**src/rtl/prefix_cmp_pkg.sv**
```systemverilog
// Package: shared constants and decision encoding for the prefix comparator.
// Assumes: slices are always four bits wide.
package prefix_cmp_pkg;
    localparam int unsigned SLICE_W = 4;

    // Two-bit decision code formed from the OR of the high-side and low-side buses.
    typedef enum logic [1:0] {
        DEC_EQ = 2'b00,
        DEC_LT = 2'b01,
        DEC_GT = 2'b10
    } dec_code_t;
endpackage

```
**src/rtl/prefix_cmp_slice.sv**
```systemverilog
// Module: one four-bit slice of the comparator.
// Forms the per-bit difference flags and the slice-equal flag. Emits a masked
// two-bit code per bit. A bit is enabled only when en_i is high and all more
// significant bits of this slice match.
// Assumes: bit 3 is the most significant bit of the slice.
module prefix_cmp_slice
    import prefix_cmp_pkg::*;
(
    input  logic [SLICE_W-1:0] a_i,
    input  logic [SLICE_W-1:0] b_i,
    input  logic               en_i,
    output logic               same_o,
    output logic [SLICE_W-1:0] hi_o,
    output logic [SLICE_W-1:0] lo_o
);
    logic [SLICE_W-1:0] diff;
    logic [SLICE_W-1:0] bit_en;

    // Difference flag per bit.
    assign diff   = a_i ^ b_i;
    // Slice is fully equal when no bit differs.
    assign same_o = ~(|diff);

    for (genvar j = 0; j < SLICE_W; j++) begin : g_bit
        if (j == SLICE_W - 1) begin : g_top
            // Top bit of the slice depends only on the slice enable.
            assign bit_en[j] = en_i;
        end else begin : g_lower
            // Lower bits also need every higher bit of the slice to match.
            assign bit_en[j] = en_i & ~(|diff[SLICE_W-1:j+1]);
        end
        // Masked code: 10 when a is 1 and b is 0, 01 when a is 0 and b is 1.
        assign hi_o[j] = bit_en[j] &  a_i[j] & ~b_i[j];
        assign lo_o[j] = bit_en[j] & ~a_i[j] &  b_i[j];
    end
endmodule

```
**src/rtl/prefix_cmp_chain.sv**
```systemverilog
// Module: AND prefix across slice-equal flags, most significant slice first.
// Index 0 is the most significant slice. en_o[k] is high when every slice
// above k is equal. all_o is high when every slice is equal.
// Assumes: NSLICE >= 1. Every gate has fan-in two and the depth is log2(NSLICE).
module prefix_cmp_chain #(
    parameter int unsigned NSLICE = 32
) (
    input  logic [NSLICE-1:0] same_i,
    output logic [NSLICE-1:0] en_o,
    output logic              all_o
);
    localparam int unsigned LEVELS = (NSLICE > 1) ? $clog2(NSLICE) : 0;

    logic [NSLICE-1:0] lvl [LEVELS+1];

    // Level 0 is the raw slice-equal vector.
    assign lvl[0] = same_i;

    for (genvar l = 0; l < LEVELS; l++) begin : g_lvl
        for (genvar k = 0; k < NSLICE; k++) begin : g_node
            if (k >= (1 << l)) begin : g_and
                // Merge with the span that lies 2^l slices higher.
                assign lvl[l+1][k] = lvl[l][k] & lvl[l][k-(1<<l)];
            end else begin : g_pass
                // Nothing above to merge; pass through.
                assign lvl[l+1][k] = lvl[l][k];
            end
        end
    end

    // Exclusive prefix: a slice is enabled by all slices strictly above it.
    assign en_o[0] = 1'b1;
    for (genvar k = 1; k < NSLICE; k++) begin : g_en
        assign en_o[k] = lvl[LEVELS][k-1];
    end
    // Inclusive prefix over every slice.
    assign all_o = lvl[LEVELS][NSLICE-1];
endmodule

```
**src/rtl/prefix_cmp_decide.sv**
```systemverilog
// Module: OR reduction of the two code buses into the three result flags.
// Assumes: at most one position drives a non-zero code.
module prefix_cmp_decide
    import prefix_cmp_pkg::*;
#(
    parameter int unsigned WIDTH = 128
) (
    input  logic [WIDTH-1:0] hi_bus_i,
    input  logic [WIDTH-1:0] lo_bus_i,
    input  logic             all_same_i,
    output logic             gt_o,
    output logic             lt_o,
    output logic             eq_o
);
    dec_code_t code;

    // Collapse each bus into one bit and form the decision code.
    assign code = dec_code_t'({|hi_bus_i, |lo_bus_i});

    // Decode the code. Equality is also qualified by the prefix chain.
    always_comb begin
        gt_o = (code == DEC_GT);
        lt_o = (code == DEC_LT);
        eq_o = (code == DEC_EQ) & all_same_i;
    end
endmodule

```
**src/rtl/prefix_cmp.sv**
```systemverilog
// Module: top of the prefix-tree magnitude comparator.
// Splits the operands into four-bit slices, most significant first. Chains
// their equality through the AND prefix and reduces the masked code buses.
// Assumes: WIDTH is a positive multiple of 4. Purely combinational.
module prefix_cmp
    import prefix_cmp_pkg::*;
#(
    parameter int unsigned WIDTH = 128
) (
    input  logic [WIDTH-1:0] a_i,
    input  logic [WIDTH-1:0] b_i,
    output logic             gt_o,
    output logic             lt_o,
    output logic             eq_o
);
    localparam int unsigned NSLICE = WIDTH / SLICE_W;

    initial begin
        // Elaboration-time guard on the width parameter.
        if (WIDTH == 0 || (WIDTH % SLICE_W) != 0)
            $error("prefix_cmp: WIDTH must be a positive multiple of 4");
    end

    logic [NSLICE-1:0] same;
    logic [NSLICE-1:0] en;
    logic              all_same;
    logic [WIDTH-1:0]  left_bus;
    logic [WIDTH-1:0]  right_bus;

    for (genvar k = 0; k < NSLICE; k++) begin : g_slice
        localparam int unsigned TOP = WIDTH - 1 - k * SLICE_W;
        // Slice k covers bits TOP down to TOP-3. Slice 0 is the most significant.
        prefix_cmp_slice u_slice (
            .a_i    (a_i[TOP -: SLICE_W]),
            .b_i    (b_i[TOP -: SLICE_W]),
            .en_i   (en[k]),
            .same_o (same[k]),
            .hi_o   (left_bus[TOP -: SLICE_W]),
            .lo_o   (right_bus[TOP -: SLICE_W])
        );
    end

    prefix_cmp_chain #(.NSLICE(NSLICE)) u_chain (
        .same_i (same),
        .en_o   (en),
        .all_o  (all_same)
    );

    prefix_cmp_decide #(.WIDTH(WIDTH)) u_decide (
        .hi_bus_i   (left_bus),
        .lo_bus_i   (right_bus),
        .all_same_i (all_same),
        .gt_o       (gt_o),
        .lt_o       (lt_o),
        .eq_o       (eq_o)
    );
endmodule

```
**config.mk**
```make
export PLATFORM = sky130hd
export DESIGN_NAME = prefix_cmp
export DESIGN_NICKNAME = d
export VERILOG_FILES = /design/src/rtl/prefix_cmp_pkg.sv /design/src/rtl/prefix_cmp_slice.sv /design/src/rtl/prefix_cmp_chain.sv /design/src/rtl/prefix_cmp_decide.sv /design/src/rtl/prefix_cmp.sv
export SDC_FILE = /design/constraint.sdc
export NUM_CORES = 1
export LEC_CHECK = 0
export BUFFER_PORTS_ARGS = -buffer_cell sky130_fd_sc_hd__buf_2
export CAP_MARGIN = 30
export CORE_ASPECT_RATIO = 0.6
export CORE_MARGIN = 2
export CORE_UTILIZATION = 35
export DETAILED_ROUTE_END_ITERATION = 16
export GPL_TIMING_DRIVEN = 0
export SLEW_MARGIN = 20
export SYNTH_ARGS = -nofsm -noshare
export SYNTH_HDL_FRONTEND = slang
export SYNTH_SLANG_ARGS = --single-unit
```
**constraint.sdc**
```tcl
create_clock -name vclk -period 9.2
set_input_delay 1.84 -clock vclk [all_inputs]
set_output_delay 1.84 -clock vclk [all_outputs]
set_load 0.02 [all_outputs]
```
==> reports/results.md, run 1 <==
- **Pwr Total** 0.273 mW
- **min-delay worst type** in -> out
- **first-pass GRT wire length** 32,700 um
- **category of the worst setup path capture point** output port
- **Non-Filler Cell Area, Final** 0.00672 mm^2
- **min-delay src** a_i[0]
- **post-route antenna net violation count** 0
- **cell mode on critical path** buf_2
- **number of design rule violations left after detail routing** 0
- **average wire length per cell after detail routing** 17.6 um
- **kind of critical path** in -> out
- **Vias per Instance** 5.47
- **final wirelength** 21,400 um
- **final instance count without filler cells** 1,216
- **number of clock buffers in the layout** 0
- **start point of the critical path** b_i[46]
- **category of cells accounting for the largest share of critical-path delay** simple AND/OR/NAND/NOR gates
- **leakage power summed over all cells** 2.72 nW
- **final core occ** 46.5%
- **placed cells** 1,213
- **Setup crit start kind** input port
- **setup repair after global routing missed its margin** no
- **Worst Path Buf+Inv** 2
- **Seq Cell Count** 0
- **critical path cell sequence** buf_2 > xnor2_1 > nand4b_1 > nor4_4 > nand4_1 > o32ai_1 > a221o_1 > nor2_1 > nand3_2 > nor2b_2 > buf_2
- **number of antenna violations at the first check in global routing** 4
- **area overhead of the layout relative to synthesis** 30.2%
- **post-synth top area cell** xnor2_1
- **count of pins over their slew limit** 0
- **via count of the first global-routing pass** 6,086
- **most area-consuming cells after synthesis** xnor2_1, maj3_1, xor2_1
- **I/O pin count** 259
- **worst slew margin relative to its limit** 44.9%
- **fraction of synthesized cell area taken by the top area cell type** 14.3%
- **maximum number of pins on one net before global-route repair** 11
- **highest achievable clock rate** 143 MHz
- **number of instances in the synthesized netlist** 756
- **largest incremental delay on the critical path** 0.68 ns
- **Post-Synthesis Net Count** 1,014
- **Storage cell area** 0 um^2
- **proportion of layout cells with a drive suffix above 1** 28.6%
- **first-iteration detailed-routing DRC count** 568
- **post-CTS setup buffers** 0
- **cts repair resizes** 0
- **sum of overflow across all layers after global routing** 0
- **power density over the cells** 40.7 mW/mm^2
- **final-report hold violation count** 0
- **final worst path period need** 7.02 ns
- **Final #Nets** 1,276
- **Worst Path Required** 7.36 ns
- **DR vias** 6,646
- **proportion of synthesized chip area in sequential cells** 0%
- **max_cap viols** 0
- **mean cell area of the mapped netlist** 6.83 um^2
- **overall die width** 161 um
- **Post-DP Area** 0.00671 mm^2
- **combined global-route utilization of all metal layers** 25.9%
- **Die Footprint** 0.0158 mm^2
- **count of standard-cell rows** 34
- **number of buffers added to fix hold violations after cts** 0
- **setup total negative slack** 0 ns
- **core region area** 0.0145 mm^2
- **number of library cell types mapped by synthesis** 73
- **maximum fanout along the worst path** 8
- **warnings from Yosys** 0
- **cell with the biggest individual delay on the critical path** nor4_4
- **Worst Path Arrival** 5.18 ns
- **synthesized cell area** 0.00516 mm^2
- **Peak supply drop** 0.0000212 V
- **iteration count of the initial detailed-routing pass** 5
- **measured slew at the worst slew-check pin** 0.820 ns
- **I/O Buffers** 259
- **fill cell count** 1,551
- **share of the clock period used by the worst path after layout** 76.3%
- **Starting Density** 35.7%
- **footprint of the multi-input gates** 0.00486 mm^2
- **Die H** 98.1 um
- **final number of setup-violating endpoints** 0
- **Detailed Place HPWL** 19,300 um
- **outcome** finished, final reports clean
- **global placer's final weighted congestion** 0.949
final timing paths:
check | end | slack [ns] | cells past startpoint
max | lt_o | 2.18 | 11
min | eq_o | 4.24 | 6
tightest hold or removal path: cells and delay by family:
kind	cells	cell delay, ns
AND/OR/NAND/NOR	3	0.17
buffers and inverters	2	0.25
XOR/XNOR	1	0.13
layout by cell type (no fill, tap or decap), types with 4 or more instances in the layout:
master     synthesis  layout
buf_2              0     259
xnor2_1           84      84
inv_1             75      75
nand2b_1          48      48
nor2b_1           42      42
nand2_1           39      39
xor2_1            38      38
nor2_1            38      38
a21oi_1           37      37
maj3_1            35      35
nand4_1           30      30
nand3_1           27      27
nor3b_1           21      21
o21ai_0           21      21
nor3_1            20      20
nand4b_1          14      14
nor4_1            14      13
nand3b_1          11      11
a31oi_1           11      11
o22ai_1            8       8
nor4b_1            7       7
o221ai_1           7       7
o32ai_1            7       7
and3_1             6       6
o31ai_1            6       6
o211ai_1           6       6
a211oi_1           6       6
a32oi_1            6       6
nor4_4             5       5
or4_1              5       5
or2_2              4       4
a41oi_1            4       4
a2111oi_0          4       4
o2111ai_1          4       4
a22oi_1            4       4
cells in the mapped netlist (14+ instances only):
cell,number
maj3_1,35
xor2_1,38
nor2_1,38
a21oi_1,37
inv_1,75
o21ai_0,21
nand3_1,27
nand4_1,30
nor3b_1,21
nor2b_1,42
xnor2_1,84
nor3_1,20
nor4_1,14
nand2b_1,48
nand2_1,39
nand4b_1,14
through the flow:
| stage | hold WS, ns | setup WS [ns] |
|---|---|---|
| after global placement | 4.24 | 2.08 |
| final | 4.24 | 2.18 |
| after detailed placement | 4.24 | 2.22 |
| after floorplan | 3.98 | 3.03 |
| after CTS | 4.24 | 2.21 |
| after global routing | 4.31 | 1.92 |
cell type report:
type,instances,area share (%)
inverter,76,4.24
antenna,2,0.0745
multi-input combinational,678,72.4
buffer,2,0.279
tap,198,3.69
timing repair buffer,260,19.4
kinds of logic (layout without fill, tap and decap cells):
group,Yosys count,count (layout),synth area share (%)
AND/OR/NAND/NOR,364,364,45.3
AO/OA/AOI/OAI,155,155,20.8
XOR/XNOR,122,122,20.7
buffers and inverters,78,338,5.89
adder cells (fa/ha/maj),37,37,7.27
other,0,2,0
where the power goes:
part	leakage [nW]	internal, mW	switching [mW]
logic	2.72	0.124	0.149
registers	0	0	0
clock network	0.0000127	0.0000000291	0
total	2.72	0.124	0.149
layer usage:
| layer | vias up | part of all wire [%] | global-route usage [%] |
|---|---|---|---|
| li1 | 3360 | - | - |
| met4 | 4 | 0.34 | 0.962 |
| met2 | 304 | 37 | 36.2 |
| met5 | - | 0.084 | 0 |
| met1 | 2970 | 50 | 41.0 |
| met3 | 8 | 12 | 6.84 |
Power figures use the tool's default switching activity.
==> run 2: changes to the inputs <==
--- a/config.mk
+++ b/config.mk
@@ -5,6 +5,7 @@
 export SDC_FILE = /design/constraint.sdc
 export NUM_CORES = 1
 export LEC_CHECK = 0
+export ABC_AREA = 1
 export BUFFER_PORTS_ARGS = -buffer_cell sky130_fd_sc_hd__buf_2
 export CAP_MARGIN = 30
 export CORE_ASPECT_RATIO = 0.6
==> constraint.sdc (replaced) <==
create_clock -name vclk -period 5.93
set_input_delay 1.186 -clock vclk [all_inputs]
set_output_delay 1.186 -clock vclk [all_outputs]
set_load 0.02 [all_outputs]
==> reports/results.md, run 2 <==
- **global placer's final weighted congestion** 0.998
- **kind of critical path** in -> out
- **Starting Density** 36.2%
- **post-synth top area cell** nand2_1
- **Seq Cell Count** 0
- **DR vias** 10,600
- **cts repair resizes** 0
- **I/O pin count** 259
- **power density over the cells** 46.5 mW/mm^2
- **number of clock buffers in the layout** 0
- **combined global-route utilization of all metal layers** 28.6%
- **Storage cell area** 0 um^2
- **most instantiated cells after synthesis** nand2_1, inv_1, nor2_1
- **Worst Path Required** 4.74 ns
- **maximum fanout along the worst path** 10
- **iteration count of the initial detailed-routing pass** 5
- **critical path cell sequence** buf_2 > inv_1 > ha_1 > nand3_2 > inv_2 > nand2_4 > inv_2 > nand2_4 > nor2_4 > buf_4 > nand3b_1 > nand2_1 > nor2_1 > nand2_1 > nor2_1 > nand2_1 > nor2_1 > nand2_1 > nor2_1 > nand3_1 > nor2_1 > buf_2
- **proportion of layout cells with a drive suffix above 1** 18.8%
- **worst slew margin relative to its limit** 65.7%
- **via count of the first global-routing pass** 9,036
- **proportion of synthesized chip area in sequential cells** 0%
- **Die H** 116 um
- **leakage power summed over all cells** 6.41 nW
- **switching pwr** 0.267 mW
- **power share of the sequential group** 0%
- **Die Footprint** 0.0221 mm^2
- **Worst Path Arrival** 4.17 ns
- **number of antenna violations at the first check in global routing** 2
- **post-route antenna net violation count** 0
- **cell mode on critical path** nor2_1
- **most area-consuming cells after synthesis** nand2_1, inv_1, nor2_1
- **mean cell area of the mapped netlist** 4.40 um^2
- **most frequent cells in the layout** nand2_1, inv_1, buf_2
- **measured slew at the worst slew-check pin** 0.510 ns
- **final-report hold violation count** 0
- **sum of overflow across all layers after global routing** 0
- **most frequent cell after synthesis** nand2_1
- **maximum number of pins on one net before global-route repair** 11
- **largest incremental delay on the critical path** 0.32 ns
- **number of instances in the synthesized netlist** 1,662
- **number of design rule violations left after detail routing** 0
- **Fin Hold WS** 3.11 ns
- **Pint** 0.149 mW
- **overall die width** 191 um
- **area overhead of the layout relative to synthesis** 22.5%
- **highest achievable clock rate** 187 MHz
- **number of buffers added to fix hold violations after cts** 0
- **first-iteration detailed-routing DRC count** 940
- **part of the total power dissipated in combinational logic** 100.0%
- **fraction of synthesized cell area taken by the top area cell type** 31.0%
- **Detailed Place HPWL** 29,700 um
- **Vias per Instance** 4.81
- **I/O Buffers** 259
- **min-delay worst type** in -> out
- **final wirelength** 32,300 um
- **Final #Nets** 2,181
- **Peak supply drop** 0.0000237 V
- **post-CTS setup buffers** 0
- **final worst path period need** 5.36 ns
- **Post-Synthesis Net Count** 1,920
- **average wire length per cell after detail routing** 14.7 um
- **number of library cell types mapped by synthesis** 33
- **core region area** 0.0202 mm^2
- **fraction of power consumed by the clock network** 0%
- **max_cap viols** 0
- **synthesized cell area** 0.00731 mm^2
- **cell with the biggest individual delay on the critical path** ha_1
- **setup repair after global routing missed its margin** no
- **final number of setup-violating endpoints** 0
- **switching share of power** 64.2%
- **Setup crit start kind** input port
- **setup total negative slack** 0 ns
- **category of the worst setup path capture point** output port
- **count of standard-cell rows** 40
- **first-pass GRT wire length** 48,600 um
- **count of pins over their slew limit** 0
- **share of the clock period used by the worst path after layout** 90.4%
- **outcome** finished, final reports clean
- **most common library cell in the layout ignoring fill and taps** nand2_1
- **warnings from Yosys** 0
run 2: final cells by class:
class / instances / area [um^2]
diodes: 3 / 7.51
fillers: 2334 / 11300
plain buffers: 2 / 15.0
multi-input cells: 1246 / 5740
well taps: 273 / 342
repair buffers: 259 / 1300
inverters: 414 / 1560
run 2: through the flow:
stage               utilization (%)  total power [mW]  cells  area (um^2)  worst slack [ns]
CTS                            44.3             0.409   2194         8950             0.670
finish                         44.3             0.416   2197         8960             0.570
global placement               44.3             0.400   2194         8950             0.705
floorplan                         -             0.234   1662         7310              1.53
detailed placement             44.3             0.407   2194         8950             0.677
global route                   44.3             0.471   2194         8950             0.422
run 2: kinds of logic after synthesis:
kind of cell,synth area share (%)
AND/OR/NAND/NOR,73.7
buffers and inverters,21.5
AO/OA/AOI/OAI,4.30
adder cells (fa/ha/maj),0.342
XOR/XNOR,0.120
run 2: final timing paths:
| path | start | depth (start not counted) | endpoint | slack [ns] |
|---|---|---|---|---|
| min | b_i[0] | 9 | eq_o | 3.11 |
| max | a_i[127] | 22 | eq_o | 0.57 |
run 2: power groups by stage:
| stage | Sequential, mW | Combinational, mW | Clock, mW |
|---|---|---|---|
| 2_1_floorplan | 0 | 0.234 | 0 |
| 3_3_place_gp | 0 | 0.400 | 0 |
| 3_5_place_dp | 0 | 0.407 | 0 |
| 4_1_cts | 0 | 0.409 | 0 |
| 5_1_grt | 0 | 0.471 | 0 |
| 6_report | 0 | 0.416 | 0.0000000676 |
run 2: metal layers:
layer | vias to the layer above | share of wire (%) | GRT usage (%) | wire length, um
li1 | 5506 | - | - | -
met1 | 4562 | 53 | 47.4 | 17000
met2 | 486 | 34 | 37.6 | 11000
met3 | 6 | 13 | 5.88 | 4170
met4 | 0 | 0.32 | 1.09 | 104
met5 | - | 0 | 0 | 0
run 2: worst max-delay path, delay by kind of cell:
family | cells | cell delay [ns]
buffers and inverters | 6 | 0.69
AND/OR/NAND/NOR | 15 | 1.96
adder cells (fa/ha/maj) | 1 | 0.32
